===== config.mk =====
export PLATFORM = sky130hd
export DESIGN_NAME = adc_chan_reader
export DESIGN_NICKNAME = d
export VERILOG_FILES = /design/src/rtl/adc_rd_pkg.sv /design/src/rtl/adc_spi_engine.sv /design/src/rtl/adc_gap_timer.sv /design/src/rtl/adc_chan_reader.sv
export SDC_FILE = /design/constraint.sdc
export NUM_CORES = 1
export LEC_CHECK = 0
export BUFFER_PORTS_ARGS = -buffer_cell sky130_fd_sc_hd__buf_2
export CAP_MARGIN = 5
export CORE_MARGIN = 5
export CORE_UTILIZATION = 62
export DETAILED_ROUTE_END_ITERATION = 12
export HOLD_SLACK_MARGIN = 0.05
export PLACE_DENSITY_LB_ADDON = 0.08
export SYNTH_ARGS = -nofsm -noshare
export SYNTH_HDL_FRONTEND = slang
export SYNTH_SLANG_ARGS = --single-unit

===== constraint.sdc =====
create_clock -name clk -period 3.85 [get_ports clk]
set_input_delay 0.385 -clock clk [delete_from_list [all_inputs] [get_ports clk]]
set_output_delay 0.385 -clock clk [all_outputs]
set_load 0.005 [all_outputs]

===== src/rtl/adc_rd_pkg.sv =====
package adc_rd_pkg;
  // fixed layout of the converter's serial protocol
  localparam int unsigned FRAME_W   = 16;
  localparam int unsigned CTRL_W    = 12;
  localparam int unsigned DATA_W    = 12;
  localparam int unsigned CHAN_W    = 4;
  localparam int unsigned NUM_CHAN  = 12;
  // control field bit positions, decoded by the converter
  localparam int unsigned F_WE      = 11;
  localparam int unsigned F_CH_LSB  = 6;
  localparam int unsigned F_PWR1    = 5;
  localparam int unsigned F_PWR0    = 4;
  localparam int unsigned F_SPAN    = 1;
  localparam int unsigned F_BIN     = 0;

  typedef enum logic [1:0] {
    SQ_IDLE,
    SQ_FRAME1,
    SQ_GAP,
    SQ_FRAME2
  } seq_state_e;

  function automatic logic [FRAME_W-1:0] build_ctrl(input logic [CHAN_W-1:0] ch);
    logic [CTRL_W-1:0] c;
    c = '0;
    c[F_WE] = 1'b1;
    c[F_CH_LSB +: CHAN_W] = ch;
    c[F_PWR1] = 1'b1;
    c[F_PWR0] = 1'b1;
    c[F_SPAN] = 1'b1;
    c[F_BIN] = 1'b1;
    return {c, {(FRAME_W-CTRL_W){1'b0}}};
  endfunction
endpackage


===== src/rtl/adc_spi_engine.sv =====
// One chip-select framed mode-0 transfer, MSB first.
module adc_spi_engine #(
  parameter int unsigned HALF_DIV = 11,
  parameter int unsigned BITS     = 16
) (
  input  logic            clk,
  input  logic            rst,
  input  logic            go,
  input  logic [BITS-1:0] tx_word,
  input  logic            miso,
  output logic            cs_n,
  output logic            sclk,
  output logic            mosi,
  output logic [BITS-1:0] rx_word,
  output logic            fin
);
  localparam int unsigned TICKS = 2 * BITS;
  localparam int unsigned TK_W  = $clog2(TICKS + 1);
  localparam int unsigned DIV_W = $clog2(HALF_DIV + 1);

  logic            run;
  logic [DIV_W-1:0] div;
  logic [TK_W-1:0]  tick;
  logic [BITS-1:0]  tx_sh;
  logic [BITS-1:0]  rx_sh;

  always_ff @(posedge clk) begin
    if (rst) begin
      run   <= 1'b0;
      cs_n  <= 1'b1;
      sclk  <= 1'b0;
      div   <= '0;
      tick  <= '0;
      tx_sh <= '0;
      rx_sh <= '0;
      fin   <= 1'b0;
    end else begin
      fin <= 1'b0;
      if (!run) begin
        if (go) begin
          run   <= 1'b1;
          cs_n  <= 1'b0;
          tx_sh <= tx_word;
          div   <= '0;
          tick  <= '0;
        end
      end else if (div == DIV_W'(HALF_DIV - 1)) begin
        div <= '0;
        if (tick == TK_W'(TICKS)) begin
          run   <= 1'b0;
          cs_n  <= 1'b1;
          fin   <= 1'b1;
          tx_sh <= '0;
        end else begin
          tick <= tick + TK_W'(1);
          if (!tick[0]) begin
            sclk  <= 1'b1;
            rx_sh <= {rx_sh[BITS-2:0], miso};
          end else begin
            sclk  <= 1'b0;
            tx_sh <= {tx_sh[BITS-2:0], 1'b0};
          end
        end
      end else begin
        div <= div + DIV_W'(1);
      end
    end
  end

  assign mosi    = tx_sh[BITS-1];
  assign rx_word = rx_sh;
endmodule


===== src/rtl/adc_gap_timer.sv =====
// Counts the chip-select quiet time between the two frames.
module adc_gap_timer #(
  parameter int unsigned QUIET = 250
) (
  input  logic clk,
  input  logic rst,
  input  logic go,
  output logic fin
);
  localparam int unsigned CW = $clog2(QUIET + 1);
  logic [CW-1:0] cnt;

  always_ff @(posedge clk) begin
    if (rst) begin
      cnt <= '0;
      fin <= 1'b0;
    end else begin
      fin <= 1'b0;
      if (go) begin
        cnt <= CW'(QUIET);
      end else if (cnt != '0) begin
        cnt <= cnt - CW'(1);
        if (cnt == CW'(1)) fin <= 1'b1;
      end
    end
  end
endmodule


===== src/rtl/adc_chan_reader.sv =====
module adc_chan_reader
  import adc_rd_pkg::*;
#(
  parameter int unsigned SCLK_HALF_DIV = 11,
  parameter int unsigned QUIET_CYCLES  = 250
) (
  input  logic              clk,
  input  logic              rst,
  input  logic              req_valid,
  output logic              req_ready,
  input  logic [CHAN_W-1:0] req_chan,
  output logic              done,
  output logic              rd_err,
  output logic [DATA_W-1:0] rd_data,
  output logic              adc_cs_n,
  output logic              adc_sclk,
  output logic              adc_mosi,
  input  logic              adc_miso
);
  seq_state_e         st;
  logic               accept;
  logic               chan_ok;
  logic               eng_go;
  logic               eng_fin;
  logic [FRAME_W-1:0] eng_tx;
  logic [FRAME_W-1:0] eng_rx;
  logic               gap_go;
  logic               gap_fin;

  assign req_ready = (st == SQ_IDLE);
  assign accept    = req_valid && req_ready;
  assign chan_ok   = (req_chan < CHAN_W'(NUM_CHAN));
  assign eng_go    = (accept && chan_ok) || (st == SQ_GAP && gap_fin);
  assign eng_tx    = (st == SQ_IDLE) ? build_ctrl(req_chan) : '0;
  assign gap_go    = (st == SQ_FRAME1) && eng_fin;

  adc_spi_engine #(
    .HALF_DIV(SCLK_HALF_DIV),
    .BITS    (FRAME_W)
  ) u_spi (
    .clk    (clk),
    .rst    (rst),
    .go     (eng_go),
    .tx_word(eng_tx),
    .miso   (adc_miso),
    .cs_n   (adc_cs_n),
    .sclk   (adc_sclk),
    .mosi   (adc_mosi),
    .rx_word(eng_rx),
    .fin    (eng_fin)
  );

  adc_gap_timer #(
    .QUIET(QUIET_CYCLES)
  ) u_gap (
    .clk(clk),
    .rst(rst),
    .go (gap_go),
    .fin(gap_fin)
  );

  always_ff @(posedge clk) begin
    if (rst) begin
      st      <= SQ_IDLE;
      done    <= 1'b0;
      rd_err  <= 1'b0;
      rd_data <= '0;
    end else begin
      done <= 1'b0;
      unique case (st)
        SQ_IDLE: begin
          if (accept) begin
            if (chan_ok) begin
              st <= SQ_FRAME1;
            end else begin
              done   <= 1'b1;
              rd_err <= 1'b1;
            end
          end
        end
        SQ_FRAME1: if (eng_fin) st <= SQ_GAP;
        SQ_GAP:    if (gap_fin) st <= SQ_FRAME2;
        SQ_FRAME2: begin
          if (eng_fin) begin
            st      <= SQ_IDLE;
            done    <= 1'b1;
            rd_err  <= 1'b0;
            rd_data <= eng_rx[DATA_W-1:0];
          end
        end
        default: st <= SQ_IDLE;
      endcase
    end
  end
endmodule


==> results of run 1 <==
-- cell families after synthesis --
| family | Yosys count |
|---|---|
| multiplexers | 3 |
| buffers and inverters | 26 |
| AND/OR/NAND/NOR | 120 |
| AO/OA/AOI/OAI | 99 |
| XOR/XNOR | 4 |
| flip-flops | 63 |
| adder cells (fa/ha/maj) | 11 |
-- layer usage --
metal / vias to the layer above / global-route usage
met3: 13 / 0.0449
met2: 51 / 0.356
met5: - / 0
met4: 0 / 0.109
met1: 1044 / 0.244
li1: 1179 / -
-- registers in the layout, summed over array words and instances, names as in the netlist, 2 cells and up --
register,count
u_gap.cnt,8
u_spi.tick,6
u_spi.tx_sh,12
u_spi.div,4
st,2
u_spi.rx_word,12
rd_data,12
-- through the flow --
step                hold WS [ns]  worst slack, ns  cell area (um2)  cells
finish                     0.289             1.31             3040    402
global route               0.298             1.12             3040    402
CTS                        0.277             1.36             3040    402
detailed placement         0.444             1.42             2810    387
global placement           0.440             1.43             2810    387
floorplan                  0.432             1.96             2680    326
-- worst min-delay path by stage --
stage	end	cells after the start	start
global placement	rd_data[2]$_SDFFE_PP0P_	2	rd_data[2]$_SDFFE_PP0P_
global route	u_spi.rx_word[0]$_SDFFE_PP0P_	3	adc_miso
detailed placement	rd_data[7]$_SDFFE_PP0P_	2	rd_data[7]$_SDFFE_PP0P_
CTS	u_spi.rx_word[0]$_SDFFE_PP0P_	3	adc_miso
floorplan	rd_data[11]$_SDFFE_PP0P_	2	u_spi.rx_word[11]$_SDFFE_PP0P_
finish	u_spi.rx_word[0]$_SDFFE_PP0P_	3	adc_miso
-- cells in the mapped netlist, drive strengths merged, types with 2 or more instances --
cell type | n | share of area
xor2 | 2 | 0.0065
a211oi | 11 | 0.031
ha | 11 | 0.051
buf | 6 | 0.010
o21ai | 11 | 0.021
and3 | 2 | 0.0047
dfxtp | 63 | 0.47
nor2 | 16 | 0.022
nor3 | 5 | 0.0093
mux2i | 3 | 0.011
nor2b | 3 | 0.0070
or3 | 5 | 0.012
clkbuf | 10 | 0.014
xnor2 | 2 | 0.0065
nor4b | 2 | 0.0089
a22oi | 5 | 0.014
and2 | 3 | 0.0070
nand2 | 63 | 0.088
nand4 | 3 | 0.0070
inv | 10 | 0.014
nand3b | 2 | 0.0056
a211o | 2 | 0.0065
a21oi | 62 | 0.12
nand3 | 11 | 0.021
-- area by class of cell --
class | instances | area share
well taps | 52 | 0.0214
inverters | 10 | 0.0124
multi-input cells | 237 | 0.435
flip-flops and latches | 63 | 0.415
clock inverters | 4 | 0.0313
repair buffers | 25 | 0.0412
clock buffers | 11 | 0.0433
-- power by group --
part	internal [mW]	switching (mW)	total [mW]
sequential	0.737	0.0695	0.806
combinational	0.219	0.305	0.524
clock	0.426	0.244	0.670
total	1.38	0.618	2.00
-- worst max-delay path, stage by stage, from the launching register on --
cell and delay, ns:
dfxtp_1 0.34, inv_1 0.11, ha_1 0.30, a32oi_1 0.30, o21ai_0 0.94, a21oi_1 0.21, a211oi_1 0.24
==> results.toml, run 1 <==
[outcome]
status = "completed"

[floorplanning]
die_w_um = 75.8
ioPinCount = 26
coreArea_um2 = 4260
die_y_um = 75.8
row_count = 24
die_area_um2 = 5740
start_util = 0.629

[worst_setup_path]
r2r_cells = 6
reg2reg_slack_ns = 1.31
cp.required_ns = 4.09
cp-startpoint = "st[0]$_SDFFE_PP0P_"
crit_path_start_kind = "register"
crit_type = "reg2reg"
crit_fanout = 11
r2r_end = "u_spi.tx_sh[13]$_SDFFE_PP0P_"
worstSetupEndpoint = "u_spi.tx_sh[13]$_SDFFE_PP0P_"
cp-end-kind = "register"
rr_startpoint = "st[0]$_SDFFE_PP0P_"
cp.arrival_ns = 2.79

[sta]
fmax_mhz = 393
fin_crit_ns = 2.54
fin_crit_sh = 0.661
skew_ns = 0.00478
final.setup.tns_ns = 0
rsz0062_at_grt = "false"
setup_viol = 0
worst_pin_slew_ns = 1.11
relSlewSlack = 0.254
hold_violations = 0
maxSlewViolCount = 0

[final_layout]
nets = 365
final-seq-area_um2 = 1260
antenna_cells = 0
syn_to_final_growth_pct = 13.1
final.fill_count = 340
layout_common_cells = "nand2_1, dfxtp_1, a21oi_1"
multi_input_area_um2 = 1320
fin_util = 0.712
layout-drive-gt1-share = 0.117

[grt]
antenna_found_initial = 0
grt_usage = 0.209
grt-ovfl-total = 0
grt_max_degree = 59
grt_pass1_wl_mm = 9.16
grt_pass1_vias = 2096

[placed_design]
dp_hpwl_mm = 3.65
gp_congestion = 0.801
port_buffers = 25

[power_and_ir_drop]
finalPower_mw = 2.00
peakVddDrop_mv = 0.509
power_density_nw_per_um2 = 659
leakagePower_nw = 1.12

[synthesis]
synthFlopType = "dfxtp_1"
synth_async_sr_flop_share = 0
synth_compound_area_frac = 0.211
syn_area_um2 = 2680
syn_inst = 326
synth-simple-area-share = 0.205
syn-num-nets = 345
synth_top_family_by_area = "compound AO/OA/AOI/OAI gates"
ys_warn_count = 0
ys_ff_latch = 63
synth.distinct_cells = 40
yosys.area_share.adder = 0.0513
muxShareOfSynthArea = 0.0112
avgSynthCellArea_um2 = 8.23
seq_area_frac_synth = 0.470
synth_edf_count = 0
synth_xor_area_frac = 0.0131

[route]
top_layer_used = "met4"
dr_wl_met3_um = 212
drt_iter0_markers = 164
route.detailed.drc = 0
drtPass1Iterations = 4
wl_met1_mm = 2.49
wl_met2_mm = 2.69
finalWirelength_mm = 5.52
wl_per_cell_um = 13.7
ant_nets = 0
num_vias = 2287
drt-vias-per-instance = 5.69

[clocking]
clock-sinks = 63
cts_tree = "built"
clk_pin_slew_ns = 0.07
post-cts-setup-buffer-count = 0
hold_buffers = 0
cts_root_buffer = "clkbuf_8"
ctsResizeCount = 0
cts_buffer_depth = 2
numCtsBuffers = 9
htreeDepth = 3
clk_latency_ns = 0.34

[hold_path]
min_path_type = "in2reg"

[job]
cap_violations = 0
Note: power is estimated with default switching activity, not from simulation.
==> run 2, diff against run 1 <==
Settings changed: CORE_UTILIZATION 62 to 58.
Clock period 3.85 ns to 2.56 ns, I/O delays scaled along.
==> run 2 against run 1 <==
Compared with the run above: clock skew increased by 0.0012 ns; first-iteration DRC count increased by 4.3%; cell area increased by 0.70%; largest cell class unchanged; largest power group unchanged.
==> results.toml, run 2 (synthesis results as in run 1) <==
[sta]
relSlewSlack = 0.601
skew_ns = 0.00594
fin_crit_ns = 1.94
fin_crit_sh = 0.758
final.setup.tns_ns = 0
rsz0062_at_grt = "false"
fmax_mhz = 515
maxSlewViolCount = 0
worst_pin_slew_ns = 0.593
hold_ws_ns = 0.164
setup_viol = 0
hold_violations = 0

[hold_path]
min_path_type = "in2reg"
hold_path_depth = 3
min-delay-start = "adc_miso"

[route]
drt-vias-per-instance = 5.56
finalWirelength_mm = 5.40
num_vias = 2279
drtPass1Iterations = 4
wl_per_cell_um = 13.2
drt_iter0_markers = 171
route.detailed.drc = 0
ant_nets = 0

[floorplanning]
die_y_um = 78.0
row_count = 24
ioPinCount = 26
coreArea_um2 = 4410
die_area_um2 = 6090
die_w_um = 78.0
start_util = 0.608

[power_and_ir_drop]
intPower_mw = 1.92
combPwrFrac = 0.287
leakagePower_nw = 1.15
seqPwrFrac = 0.427
p_sw_mw = 0.919
power_density_nw_per_um2 = 928
swShare = 0.324
peakVddDrop_mv = 0.615
clkPwrFrac = 0.287

[worst_setup_path]
rr_startpoint = "u_spi.tick[0]$_SDFFE_PP0P_"
cp.required_ns = 2.82
cp.arrival_ns = 2.20
crit_fanout = 12
reg2reg_slack_ns = 0.62
r2r_cells = 7
cp-startpoint = "u_spi.tick[0]$_SDFFE_PP0P_"
cp-end-kind = "register"
crit_path_start_kind = "register"
crit_type = "reg2reg"

[clocking]
clk_pin_slew_ns = 0.06
hold_buffers = 0
clk_latency_ns = 0.33
cts_buffer_depth = 2
ctsResizeCount = 0
cts_tree = "built"
numCtsBuffers = 9
post-cts-setup-buffer-count = 0
htreeDepth = 3
clock-sinks = 63
cts_root_buffer = "clkbuf_8"

[final_layout]
layout-drive-gt1-share = 0.140
syn_to_final_growth_pct = 13.9
nets = 372
layout_common_cells = "nand2_1, dfxtp_1, a21oi_1"
antenna_cells = 0

[placed_design]
dp_hpwl_mm = 3.74
gp_congestion = 0.785
port_buffers = 25

[grt]
grt_usage = 0.188
grt-ovfl-total = 0
grt_pass1_vias = 2158
grt_pass1_wl_mm = 9.50
antenna_found_initial = 0
grt_max_degree = 23

[outcome]
status = "completed"

[job]
cap_violations = 0
[run 2: changes by cell type in the layout (fill, tap and decap cells not counted)]
cell / before / now
clkinvlp_4: 0 / 1
bufinv_16: 3 / 0
clkbuf_8: 9 / 13
clkbuf_1: 2 / 1
buf_4: 0 / 7
[run 2: final cells by class]
class | instances | area, um2
Fill cell | 361 | 1360
Multi-Input combinational cell | 237 | 1320
Sequential cell | 63 | 1260
Clock buffer | 14 | 183
Timing Repair Buffer | 32 | 178
Tap cell | 52 | 65.1
Inverter | 10 | 37.5
Clock inverter | 2 | 12.5
[run 2: per-layer routing]
metal  part of all wire  vias up  GRT usage
li1                   -     1195          -
met1               0.46     1042      0.228
met2               0.49       36      0.318
met3              0.035        6     0.0389
met4              0.012        0     0.0895
met5                  0        -          0
[run 2: final timing paths]
check,end
worst max-delay path,u_spi.rx_word[10]$_SDFFE_PP0P_
worst min-delay path,u_spi.rx_word[0]$_SDFFE_PP0P_
worst max register to register,u_spi.rx_word[10]$_SDFFE_PP0P_
worst min register to register,rd_data[11]$_SDFFE_PP0P_
[run 2: through the flow]
stage	power, mW	setup WS (ns)	utilization	instance area (um2)	cells
finish	2.84	0.618	0.692	3060	410
global route	3.04	0.388	0.692	3060	410
CTS	2.86	0.581	0.692	3060	410
detailed placement	2.04	0.641	0.648	2860	394
global placement	2.02	0.684	0.648	2860	394
floorplan	1.85	0.675	-	2680	326
[run 2: power by group through the flow]
stage          sequential, mW  clock [mW]  combinational, mW
2_1_floorplan            1.20           0              0.645
3_3_place_gp             1.23           0              0.796
3_5_place_dp             1.23           0              0.810
4_1_cts                  1.21       0.837              0.815
5_1_grt                  1.22       0.885              0.927
6_report                 1.21       0.813              0.813
[run 2: worst max-delay path: stages (launching register included)]
cell	delay (ns)
dfxtp_1	0.50
inv_1	0.10
ha_1	0.26
a211o_1	0.41
nor2_1	0.17
buf_4	0.21
nand2_1	0.08
a21oi_1	0.13
